### src/rtl/xlat_pkg.sv
// Package: shared types for the translation cache.
// Assumes: nothing beyond the standard language.
package xlat_pkg;

    // How a fill is placed into the entry store.
    typedef enum logic [1:0] {
        PLACE_NONE   = 2'd0,  // nothing written
        PLACE_UPDATE = 2'd1,  // overwrite the entry already holding the page
        PLACE_FREE   = 2'd2,  // write the lowest invalid entry
        PLACE_EVICT  = 2'd3   // replace the round-robin victim
    } place_e;

endpackage

### src/rtl/xlat_tag_match.sv
// Module: parallel tag comparator.
// Compares one key against all valid tags and encodes the matching index.
// Assumes: at most one entry matches (the top guarantees unique tags).
module xlat_tag_match #(
    parameter int ENTRIES = 8,
    parameter int VPN_W   = 20,
    localparam int IDX_W  = $clog2(ENTRIES)
) (
    input  logic [ENTRIES-1:0]            valid,
    input  logic [ENTRIES-1:0][VPN_W-1:0] tags,
    input  logic [VPN_W-1:0]              key,
    output logic [ENTRIES-1:0]            match,
    output logic                          any,
    output logic [IDX_W-1:0]              idx
);

    // One comparator per entry.
    for (genvar g = 0; g < ENTRIES; g++) begin : g_cmp
        assign match[g] = valid[g] && (tags[g] == key);
    end

    // Encode the matching entry into an index.
    always_comb begin
        idx = '0;
        for (int i = 0; i < ENTRIES; i++) begin
            if (match[i]) idx = IDX_W'(i);
        end
    end

    assign any = |match;

endmodule

### src/rtl/xlat_victim.sv
// Module: replacement selector.
// Picks the lowest invalid entry, or the round-robin pointer when all are valid.
// Assumes: advance is raised only for a replacement made while all entries are valid.
module xlat_victim #(
    parameter int ENTRIES = 8,
    localparam int IDX_W  = $clog2(ENTRIES),
    localparam logic [IDX_W-1:0] LAST = IDX_W'(ENTRIES - 1)
) (
    input  logic               clk,
    input  logic               rst_n,
    input  logic               flush,
    input  logic               advance,
    input  logic [ENTRIES-1:0] valid,
    output logic [IDX_W-1:0]   sel,
    output logic               full
);

    logic [IDX_W-1:0] rr_ptr;

    assign full = &valid;

    // Lowest invalid entry wins, otherwise the round-robin pointer.
    always_comb begin
        sel = rr_ptr;
        for (int i = ENTRIES - 1; i >= 0; i--) begin
            if (!valid[i]) sel = IDX_W'(i);
        end
    end

    // Round-robin pointer: reset and flush return it to entry 0.
    always_ff @(posedge clk) begin
        if (!rst_n || flush)  rr_ptr <= '0;
        else if (advance)     rr_ptr <= (rr_ptr == LAST) ? '0 : rr_ptr + 1'b1;
    end

    // while not full, the selected slot is an empty one.
    p_free_pick_r4: assert property (@(posedge clk) disable iff (!rst_n)
        !full |-> !valid[sel]);

    // the pointer wraps to zero after the last entry.
    p_ptr_wrap_r5: assert property (@(posedge clk) disable iff (!rst_n)
        (advance && !flush && rr_ptr == LAST) |=> (rr_ptr == '0));

    // the pointer holds still when there is no replacement.
    p_ptr_hold_r5: assert property (@(posedge clk) disable iff (!rst_n)
        (!advance && !flush) |=> $stable(rr_ptr));

endmodule

### src/rtl/xlat_entry_store.sv
// Module: entry registers (valid, tag, physical page, dirty).
// One write port; flush clears every valid bit and overrides the write.
// Assumes: the write index is supplied already resolved by the top.
module xlat_entry_store #(
    parameter int ENTRIES = 8,
    parameter int VPN_W   = 20,
    parameter int PPN_W   = 18,
    localparam int IDX_W  = $clog2(ENTRIES)
) (
    input  logic                          clk,
    input  logic                          rst_n,
    input  logic                          flush,
    input  logic                          we,
    input  logic [IDX_W-1:0]              widx,
    input  logic [VPN_W-1:0]              wtag,
    input  logic [PPN_W-1:0]              wppn,
    input  logic                          wdirty,
    output logic [ENTRIES-1:0]            valid,
    output logic [ENTRIES-1:0][VPN_W-1:0] tags,
    output logic [ENTRIES-1:0][PPN_W-1:0] ppns,
    output logic [ENTRIES-1:0]            dirty
);

    // Per-entry state, one register group per slot.
    for (genvar g = 0; g < ENTRIES; g++) begin : g_ent
        logic hit_w;
        assign hit_w = we && (widx == IDX_W'(g));

        // Valid bit: cleared by reset or flush, set by a write.
        always_ff @(posedge clk) begin
            if (!rst_n || flush) valid[g] <= 1'b0;
            else if (hit_w)      valid[g] <= 1'b1;
        end

        // Payload: loaded on a write, cleared on reset.
        always_ff @(posedge clk) begin
            if (!rst_n) begin
                tags[g]  <= '0;
                ppns[g]  <= '0;
                dirty[g] <= 1'b0;
            end else if (hit_w && !flush) begin
                tags[g]  <= wtag;
                ppns[g]  <= wppn;
                dirty[g] <= wdirty;
            end
        end
    end

    // a flush leaves no valid entry.
    p_flush_clears_r8: assert property (@(posedge clk) disable iff (!rst_n)
        flush |=> (valid == '0));

    // a write makes its slot valid at the next edge.
    p_write_sets_r3: assert property (@(posedge clk) disable iff (!rst_n)
        (we && !flush) |=> valid[$past(widx)]);

endmodule

### src/rtl/xlat_cache.sv
// Module: fully associative address translation cache (top).
// Lookup is combinational against the current registers; fills land at the edge.
// Assumes: the walker presents one fill per cycle at most.
module xlat_cache
    import xlat_pkg::*;
#(
    parameter int ENTRIES = 8,
    parameter int VPN_W   = 20,
    parameter int PPN_W   = 18,
    localparam int IDX_W  = $clog2(ENTRIES)
) (
    input  logic             clk,
    input  logic             rst_n,
    input  logic             flush,
    input  logic             lk_valid,
    input  logic [VPN_W-1:0] lk_vpn,
    output logic             lk_hit,
    output logic             lk_miss,
    output logic [PPN_W-1:0] lk_ppn,
    output logic             lk_dirty,
    input  logic             fill_valid,
    input  logic [VPN_W-1:0] fill_vpn,
    input  logic [PPN_W-1:0] fill_ppn,
    input  logic             fill_dirty,
    input  logic             fill_resident,
    output logic             fault
);

    logic [ENTRIES-1:0]            ent_valid;
    logic [ENTRIES-1:0][VPN_W-1:0] ent_tags;
    logic [ENTRIES-1:0][PPN_W-1:0] ent_ppns;
    logic [ENTRIES-1:0]            ent_dirty;

    logic [ENTRIES-1:0] lk_match, fl_match;
    logic               lk_any, fl_any;
    logic [IDX_W-1:0]   lk_idx, fl_idx;
    logic [IDX_W-1:0]   vic_idx;
    logic               all_full;
    place_e             place;
    logic               wr_en;
    logic [IDX_W-1:0]   wr_idx;

    xlat_entry_store #(.ENTRIES(ENTRIES), .VPN_W(VPN_W), .PPN_W(PPN_W)) u_store (
        .clk(clk), .rst_n(rst_n), .flush(flush),
        .we(wr_en), .widx(wr_idx), .wtag(fill_vpn), .wppn(fill_ppn), .wdirty(fill_dirty),
        .valid(ent_valid), .tags(ent_tags), .ppns(ent_ppns), .dirty(ent_dirty)
    );

    xlat_tag_match #(.ENTRIES(ENTRIES), .VPN_W(VPN_W)) u_lk_match (
        .valid(ent_valid), .tags(ent_tags), .key(lk_vpn),
        .match(lk_match), .any(lk_any), .idx(lk_idx)
    );

    xlat_tag_match #(.ENTRIES(ENTRIES), .VPN_W(VPN_W)) u_fl_match (
        .valid(ent_valid), .tags(ent_tags), .key(fill_vpn),
        .match(fl_match), .any(fl_any), .idx(fl_idx)
    );

    xlat_victim #(.ENTRIES(ENTRIES)) u_victim (
        .clk(clk), .rst_n(rst_n), .flush(flush),
        .advance(place == PLACE_EVICT), .valid(ent_valid),
        .sel(vic_idx), .full(all_full)
    );

    // Lookup result: a flush in progress suppresses any hit.
    always_comb begin
        lk_hit   = lk_valid && lk_any && !flush;
        lk_miss  = lk_valid && !lk_hit;
        lk_ppn   = lk_hit ? ent_ppns[lk_idx]  : '0;
        lk_dirty = lk_hit ? ent_dirty[lk_idx] : 1'b0;
    end

    // Fill placement: flush and non-resident fills write nothing.
    always_comb begin
        if (!fill_valid || flush || !fill_resident) place = PLACE_NONE;
        else if (fl_any)                            place = PLACE_UPDATE;
        else if (!all_full)                         place = PLACE_FREE;
        else                                        place = PLACE_EVICT;
    end

    assign wr_en  = (place != PLACE_NONE);
    assign wr_idx = (place == PLACE_UPDATE) ? fl_idx : vic_idx;

    // Fault pulse: registered one cycle after a non-resident fill.
    always_ff @(posedge clk) begin
        if (!rst_n) fault <= 1'b0;
        else        fault <= fill_valid && !fill_resident;
    end

    // hit and miss are never both high, and both are low when idle.
    p_hit_miss_excl_r2: assert property (@(posedge clk) disable iff (!rst_n)
        !(lk_hit && lk_miss) && (lk_valid || (!lk_hit && !lk_miss)));

    // a non-resident fill yields a fault in the following cycle.
    p_fault_pulse_r7: assert property (@(posedge clk) disable iff (!rst_n)
        (fill_valid && !fill_resident) |=> fault);

    // a non-resident fill does not change the valid set.
    p_fault_nowrite_r7: assert property (@(posedge clk) disable iff (!rst_n)
        (fill_valid && !fill_resident && !flush) |=> $stable(ent_valid));

    // no hit is reported during a flush cycle.
    p_flush_nohit_r8: assert property (@(posedge clk) disable iff (!rst_n)
        flush |-> !lk_hit);

    // tags stay unique, so at most one entry matches any key.
    p_unique_r10: assert property (@(posedge clk) disable iff (!rst_n)
        $onehot0(lk_match) && $onehot0(fl_match));

endmodule

### config.mk
export PLATFORM = sky130hd
export DESIGN_NAME = xlat_cache
export DESIGN_NICKNAME = d
export VERILOG_FILES = /design/src/rtl/xlat_pkg.sv /design/src/rtl/xlat_tag_match.sv /design/src/rtl/xlat_victim.sv /design/src/rtl/xlat_entry_store.sv /design/src/rtl/xlat_cache.sv
export SDC_FILE = /design/constraint.sdc
export NUM_CORES = 1
export LEC_CHECK = 0
export ABC_CLOCK_PERIOD_IN_PS = 4400
export BUFFER_PORTS_ARGS = -buffer_cell sky130_fd_sc_hd__buf_4
export CORE_ASPECT_RATIO = 1.4
export CORE_MARGIN = 5
export CORE_UTILIZATION = 45
export CTS_CLUSTER_DIAMETER = 150
export CTS_CLUSTER_SIZE = 10
export DETAILED_ROUTE_END_ITERATION = 6
export HOLD_SLACK_MARGIN = 0.05
export MAX_ROUTING_LAYER = met4
export SETUP_SLACK_MARGIN = 0.2
export SYNTH_ARGS = -nofsm -noshare
export SYNTH_HDL_FRONTEND = slang
export SYNTH_HIERARCHICAL = 1
export SYNTH_SLANG_ARGS = --single-unit
export TNS_END_PERCENT = 30
### constraint.sdc
create_clock -name clk -period 4.4 [get_ports clk]
set_clock_uncertainty 0.2 [all_clocks]
set_input_delay 0.44 -clock clk [delete_from_list [all_inputs] [get_ports clk]]
set_output_delay 0.44 -clock clk [all_outputs]
set_load 0.02 [all_outputs]
Yosys cells after proc, flatten, opt, wreduce, memory -nomap -nowiden:

Cells that the tools add are included.

* flip-flop bits (word level): 324
* input bits: 65
* output and inout port bits: 22
* word-level logic and storage cells: 144

* $add $sub $neg: 1
* $lt $le $gt $ge: 1
* eq/ne operators: 26
* muxes and demuxes: 33
* reductions and logical operators: 49

Operators with widths (count)
* $eq 20x20->1: 16
* $bmux 18 s3: 1
* $mux 3: 18
* $logic_and 1x1->1: 36
* $mux 18: 2
* $reduce_or 8->1: 2
* $eq 3x3->1 const B: 5
* $mux 2: 6
* $reduce_and 8->1: 1
* $eq 3x2->1 const B: 2
* $logic_not 1->1: 5
* $mux 1: 5
* $lt 3x4->1 const B: 1
* $add 3x1->3 const B: 1
* $bmux 1 s3: 1
* $eq 3x1->1 const B: 1
* $logic_not 3->1: 1
* $logic_or 1x1->1: 3
* $eq 2x1->1 const B: 1
* $eq 2x2->1 const B: 1
* $reduce_bool 2->1: 1

Longest topological paths before layout:

* depth after elaboration: 13
* depth in mapped cells: 16

Cells and area by module:

The synthesis kept the hierarchy.

By module, submodules not included
* xlat_entry_store: times used 1, cells each 1092, area each 11407.2 µm², seq. area each 6406.1 µm²
* xlat_tag_match: times used 2, cells each 252, area each 2059.5 µm², seq. area each 0.0 µm²
* xlat_cache: times used 1, cells each 83, area each 1255.0 µm², seq. area each 20.0 µm²
* xlat_victim: times used 1, cells each 29, area each 222.7 µm², seq. area each 60.1 µm²

Worst setup path before layout:

Ideal clock, no wire load.

* path kind: input-to-output
* start: input lk_vpn[14]
* end: output lk_ppn[10]
* arrival time: 2.986 ns
* setup slack: 0.774 ns
* stages: 11
* buffers on the path: 2
* cells stage by stage: buf_2 > xor2_1 > nor4_1 > nand4_1 > nor4_4 > o21bai_1 > a21oi_1 > o21bai_1 > buf_2 > mux4_2 > a22o_1

* elaborated cells on any way between the ends: 29
* classes of those cells: 8 x eq/ne; 10 x mux; 11 x reduce/logical

RTL lines
* from (decl): line xlat_cache.sv:16 `input logic [VPN_W-1:0] lk_vpn,`
* $eq 20x20->1: line xlat_tag_match.sv:19 `assign match[g] = valid[g] && (tags[g] == key);`
* $logic_and 1x1->1: line xlat_tag_match.sv:19
* net lk_match[3]: line xlat_cache.sv:34 `logic [ENTRIES-1:0] lk_match, fl_match;`
* $mux 2: line xlat_tag_match.sv:26 `if (match[i]) idx = IDX_W'(i);`
* $mux 3 (4 in series): line xlat_tag_match.sv:26
* net lk_idx[0]: line xlat_cache.sv:36 `logic [IDX_W-1:0] lk_idx, fl_idx;`
* $bmux 18 s3: line xlat_cache.sv:69 `lk_ppn = lk_hit ? ent_ppns[lk_idx] : '0;`
* $mux 18 (implied by the code): line xlat_cache.sv:69
* $mux 18: line xlat_cache.sv:69
* to (decl): line xlat_cache.sv:19 `output logic [PPN_W-1:0] lk_ppn,`

The timed path passes the listed nets, and every way through them passes these cells. The select of a mux whose other input is x is not followed.

Worst setup path in the final report:

* start: register u_store/tags[159] in the netlist's numbering
* end: output lk_ppn[14]

* cells in the longest elaborated chain, start to end: 6
* elaborated cells on any way between the ends: 9
* classes of those cells: 1 x eq/ne; 4 x mux; 4 x reduce/logical

Ends and longest elaborated chain
* from (decl): line xlat_entry_store.sv:19 `output logic [ENTRIES-1:0][VPN_W-1:0] tags,`
* from (signal, indexed assignment): line xlat_entry_store.sv:42 `tags[g] <= wtag;`
* $eq 20x20->1: line xlat_tag_match.sv:19
* $logic_and 1x1->1: line xlat_tag_match.sv:19
* net lk_match[7]: line xlat_cache.sv:34
* $mux 3: line xlat_tag_match.sv:26
* net lk_idx[0]: line xlat_cache.sv:36
* $bmux 18 s3: line xlat_cache.sv:69
* $mux 18 (implied by the code): line xlat_cache.sv:69
* $mux 18: line xlat_cache.sv:69

The timed path passes the listed nets, and every way through them passes these cells. The select of a mux whose other input is x is not followed.

==> metrics.txt <==
CTS root buffer=clkbuf_16; Main synth FF type=dfxtp_1; design area=between 15000 and 20000 um^2; status=finished, final reports clean; Via Count=between 10000 and 15000; share of cells above drive strength 1=0.166; Synth Net Count=around 1800; vias in the first global route=between 10000 and 15000; Slew HR=0.526; Multi-input gate area=between 9000 and 10000 um^2; Cell Pwr Density=~310 nW/um^2; die area=between 40000 and 50000 um^2; Logic pwr share=0.079; unrepaired setup endpoints after global routing=true; largest net degree at the start of global routing=96; CP top delay family=simple AND/OR/NAND/NOR gates; period utilisation layout=0.981; wire length per cell=24.0 um; Yosys warnings=6; Hold Crit Class=input pin to register; WP data arrival=around 3.7 ns; height of the die=between 200 and 250 um; Internal=~4.7 mW; register area=about 6500 um^2; starting density of the core=0.453; # fillers=around 3400; synthesized flop and latch total=around 320; GPL Wtd Cong=between 0.9 and 1; FFs w/ async S/R, synth=0; dpl ws=-0.0915 ns; Max Fclk=~230 MHz; Clock Tree Buf Depth=3; aggregate routed wire length=about 54000 um; GRT Total Usage=0.260; GRT overflow=0; Slew @ Worst Pin=0.710 ns; Post-Syn Instances=roughly 1700; clk slew on worst S/H paths=~0.050 ns; Netlist Area Pre-Place=about 17000 um^2; post-route minimum period=roughly 4.3 ns; first-pass GRT wire length=about 80000 um; remaining routing DRC violations=0; Psw=~1.5 mW; commonest cells after routing, fill and taps aside=nand2_1, mux2i_1, dfxtp_1, xnor2_1, xor2_1; DP Area=18200 um^2; initial antenna violation count=2; Fin Setup TNS=0 ns; TritonRoute pass-1 iters=5; Core Area=approximately 38000 um^2; routed vias/inst=between 5 and 6; Clk pwr share=0.443; CTS sink count=roughly 320; Worst path max stage delay=0.51 ns; Row Count=84; CP max stage cell=nor4_1; Syn-to-layout area delta=15.2%; crit path buf inv count=5; kind of critical path=register to output pin; htree depth=2; clk_lat worst skew=0.54 ns; Setup violations, final=0; Slew Limit Fails=0; final worst slack=~0.08 ns; Final Hold Viols=0; Startpoint Class=register; sequential share of power=0.478; LEAKAGE=~7.9 nW; Initial DRC Count=768; CP max FO=7; Pwr Total=~6.2 mW; commonest non-fill, non-tap cell in the layout=nand2_1; sequential area share after synthesis=0.381; Ports=between 80 and 90; CTS Buf Count=38; Worst Setup End Kind=output pin; WP data required=approximately 3.8 ns; Switching Fraction=0.242; Nets=~1800; syn_area_per_cell=about 10 um^2; crit-path cells=xor2_1, nor4_1, nand3_1, nor4_2, buf_4, o21bai_4, buf_12, buf_12, buf_16, mux4_2, a22o_1, buf_4; Unique masters post-synth=50; antenna viol nets, final=0; Post-synth EDFFs=0; Worst VDD drop=~0.00026 V; TritonCTS clock tree=built; port bufs=86; Die W=approximately 170 um; max cap viols=0; HPWL after DPL=about 37000 um
[power groups by stage]
| stage | clock network, mW | registers, mW | logic [mW] |
|---|---|---|---|
| after floorplan | 0 | 3.01 | 0.311 |
| after global placement | 0 | 3.02 | 0.471 |
| after detailed placement | 0 | 3.02 | 0.472 |
| after CTS | 2.80 | 2.95 | 0.477 |
| after global routing | 2.92 | 2.95 | 0.514 |
| final | 2.73 | 2.95 | 0.487 |
[layer usage]
metal / part of all wire / GRT usage / wire (um)
met3: 0.044 / 0.0313 / 2370
met4: 0.055 / 0.123 / 2970
met1: 0.40 / 0.301 / 21600
met2: 0.50 / 0.452 / 27200
met5: 0 / - / 0
[metrics by stage]
stage | hold WS [ns] | utilization | std cells
2_1_floorplan | 0.230 | - | 1708
3_3_place_gp | 0.239 | 0.484 | 2192
3_5_place_dp | 0.246 | 0.484 | 2192
4_1_cts | 0.125 | 0.515 | 2242
5_1_grt | 0.179 | 0.522 | 2252
6_report | 0.148 | 0.522 | 2252
[cell type report]
class                      count  area share
antenna                        1    0.000128
clock buffer                  39      0.0498
clock inverter                 2    0.000894
inverter                      13     0.00249
multi-input combinational   1243       0.506
sequential                   324       0.332
tap                          473      0.0302
timing repair buffer         157      0.0780
[registers in the layout, indices dropped and copies added, names as in the netlist]
name / count
u_store/valid: 8
fault: 1
u_store/tags: 160
u_store/ppns: 144
u_victim/rr_ptr: 3
u_store/dirty: 8
[worst paths after layout]
check | from | end | slack [ns] | cells after the start
max reg2reg | u_store/tags[15] | u_store/tags[106] | 0.43 | 13
min reg2reg | u_store/ppns[122] | u_store/ppns[122] | 0.25 | 2
max | u_store/tags[159] | lk_ppn[14] | 0.08 | 12
min | flush | u_victim/rr_ptr[0] | 0.15 | 3
[worst min-delay path: stages]
cell and delay [ns]:
buf_4 0.17, nand2b_1 0.16, nor2_1 0.05
[cells in the mapped netlist, types with 3 or more instances]
library cell | instances | area (um^2)
nand2b_1 | 3 | 18.8
mux4_2 | 32 | 721
a22o_1 | 19 | 166
a21oi_1 | 6 | 30.0
nor3b_2 | 4 | 50.1
mux2_2 | 3 | 33.8
buf_1 | 3 | 11.3
mux4_1 | 6 | 158
xnor2_1 | 180 | 1580
buf_2 | 53 | 265
a31oi_1 | 6 | 37.5
nand3_1 | 13 | 65.1
buf_4 | 12 | 90.1
inv_1 | 11 | 41.3
nand3b_1 | 3 | 22.5
clkbuf_1 | 41 | 154
buf_6 | 17 | 191
nor4_1 | 34 | 213
xor2_1 | 134 | 1170
o21ai_0 | 3 | 15.0
nand2_1 | 362 | 1360
nor2_1 | 26 | 97.6
nand4_2 | 4 | 50.1
nor2b_1 | 3 | 18.8
nor4_4 | 6 | 128
nor4_2 | 8 | 100
mux2i_1 | 314 | 3140
nand4_1 | 44 | 275
dfxtp_1 | 324 | 6490
o21bai_1 | 4 | 30.0
[repair_timing]
| action | in CTS | in global routing |
|---|---|---|
| setup buffers | 5 | 7 |
| endpoints found under the hold margin | 1 | 0 |
| setup endpoints to repair | 20 | 241 |
| cloned | 2 | 2 |
| pin swaps | 7 | 15 |
| resized for setup | 11 | 38 |
| hold buffers | 2 | 0 |
[cells by family (layout without fill, tap and decap cells)]
logic type | after synthesis | count (layout) | synth area share
flip-flops | 324 | 324 | 0.381
multiplexers | 355 | 355 | 0.238
AO/OA/AOI/OAI | 47 | 47 | 0.0209
XOR/XNOR | 314 | 314 | 0.162
other | 0 | 1 | 0
buffers and inverters | 141 | 211 | 0.0462
adder cells (fa/ha/maj) | 2 | 2 | 0.00147
AND/OR/NAND/NOR | 525 | 525 | 0.150
No activity file was read; power rests on OpenSTA's default activity.
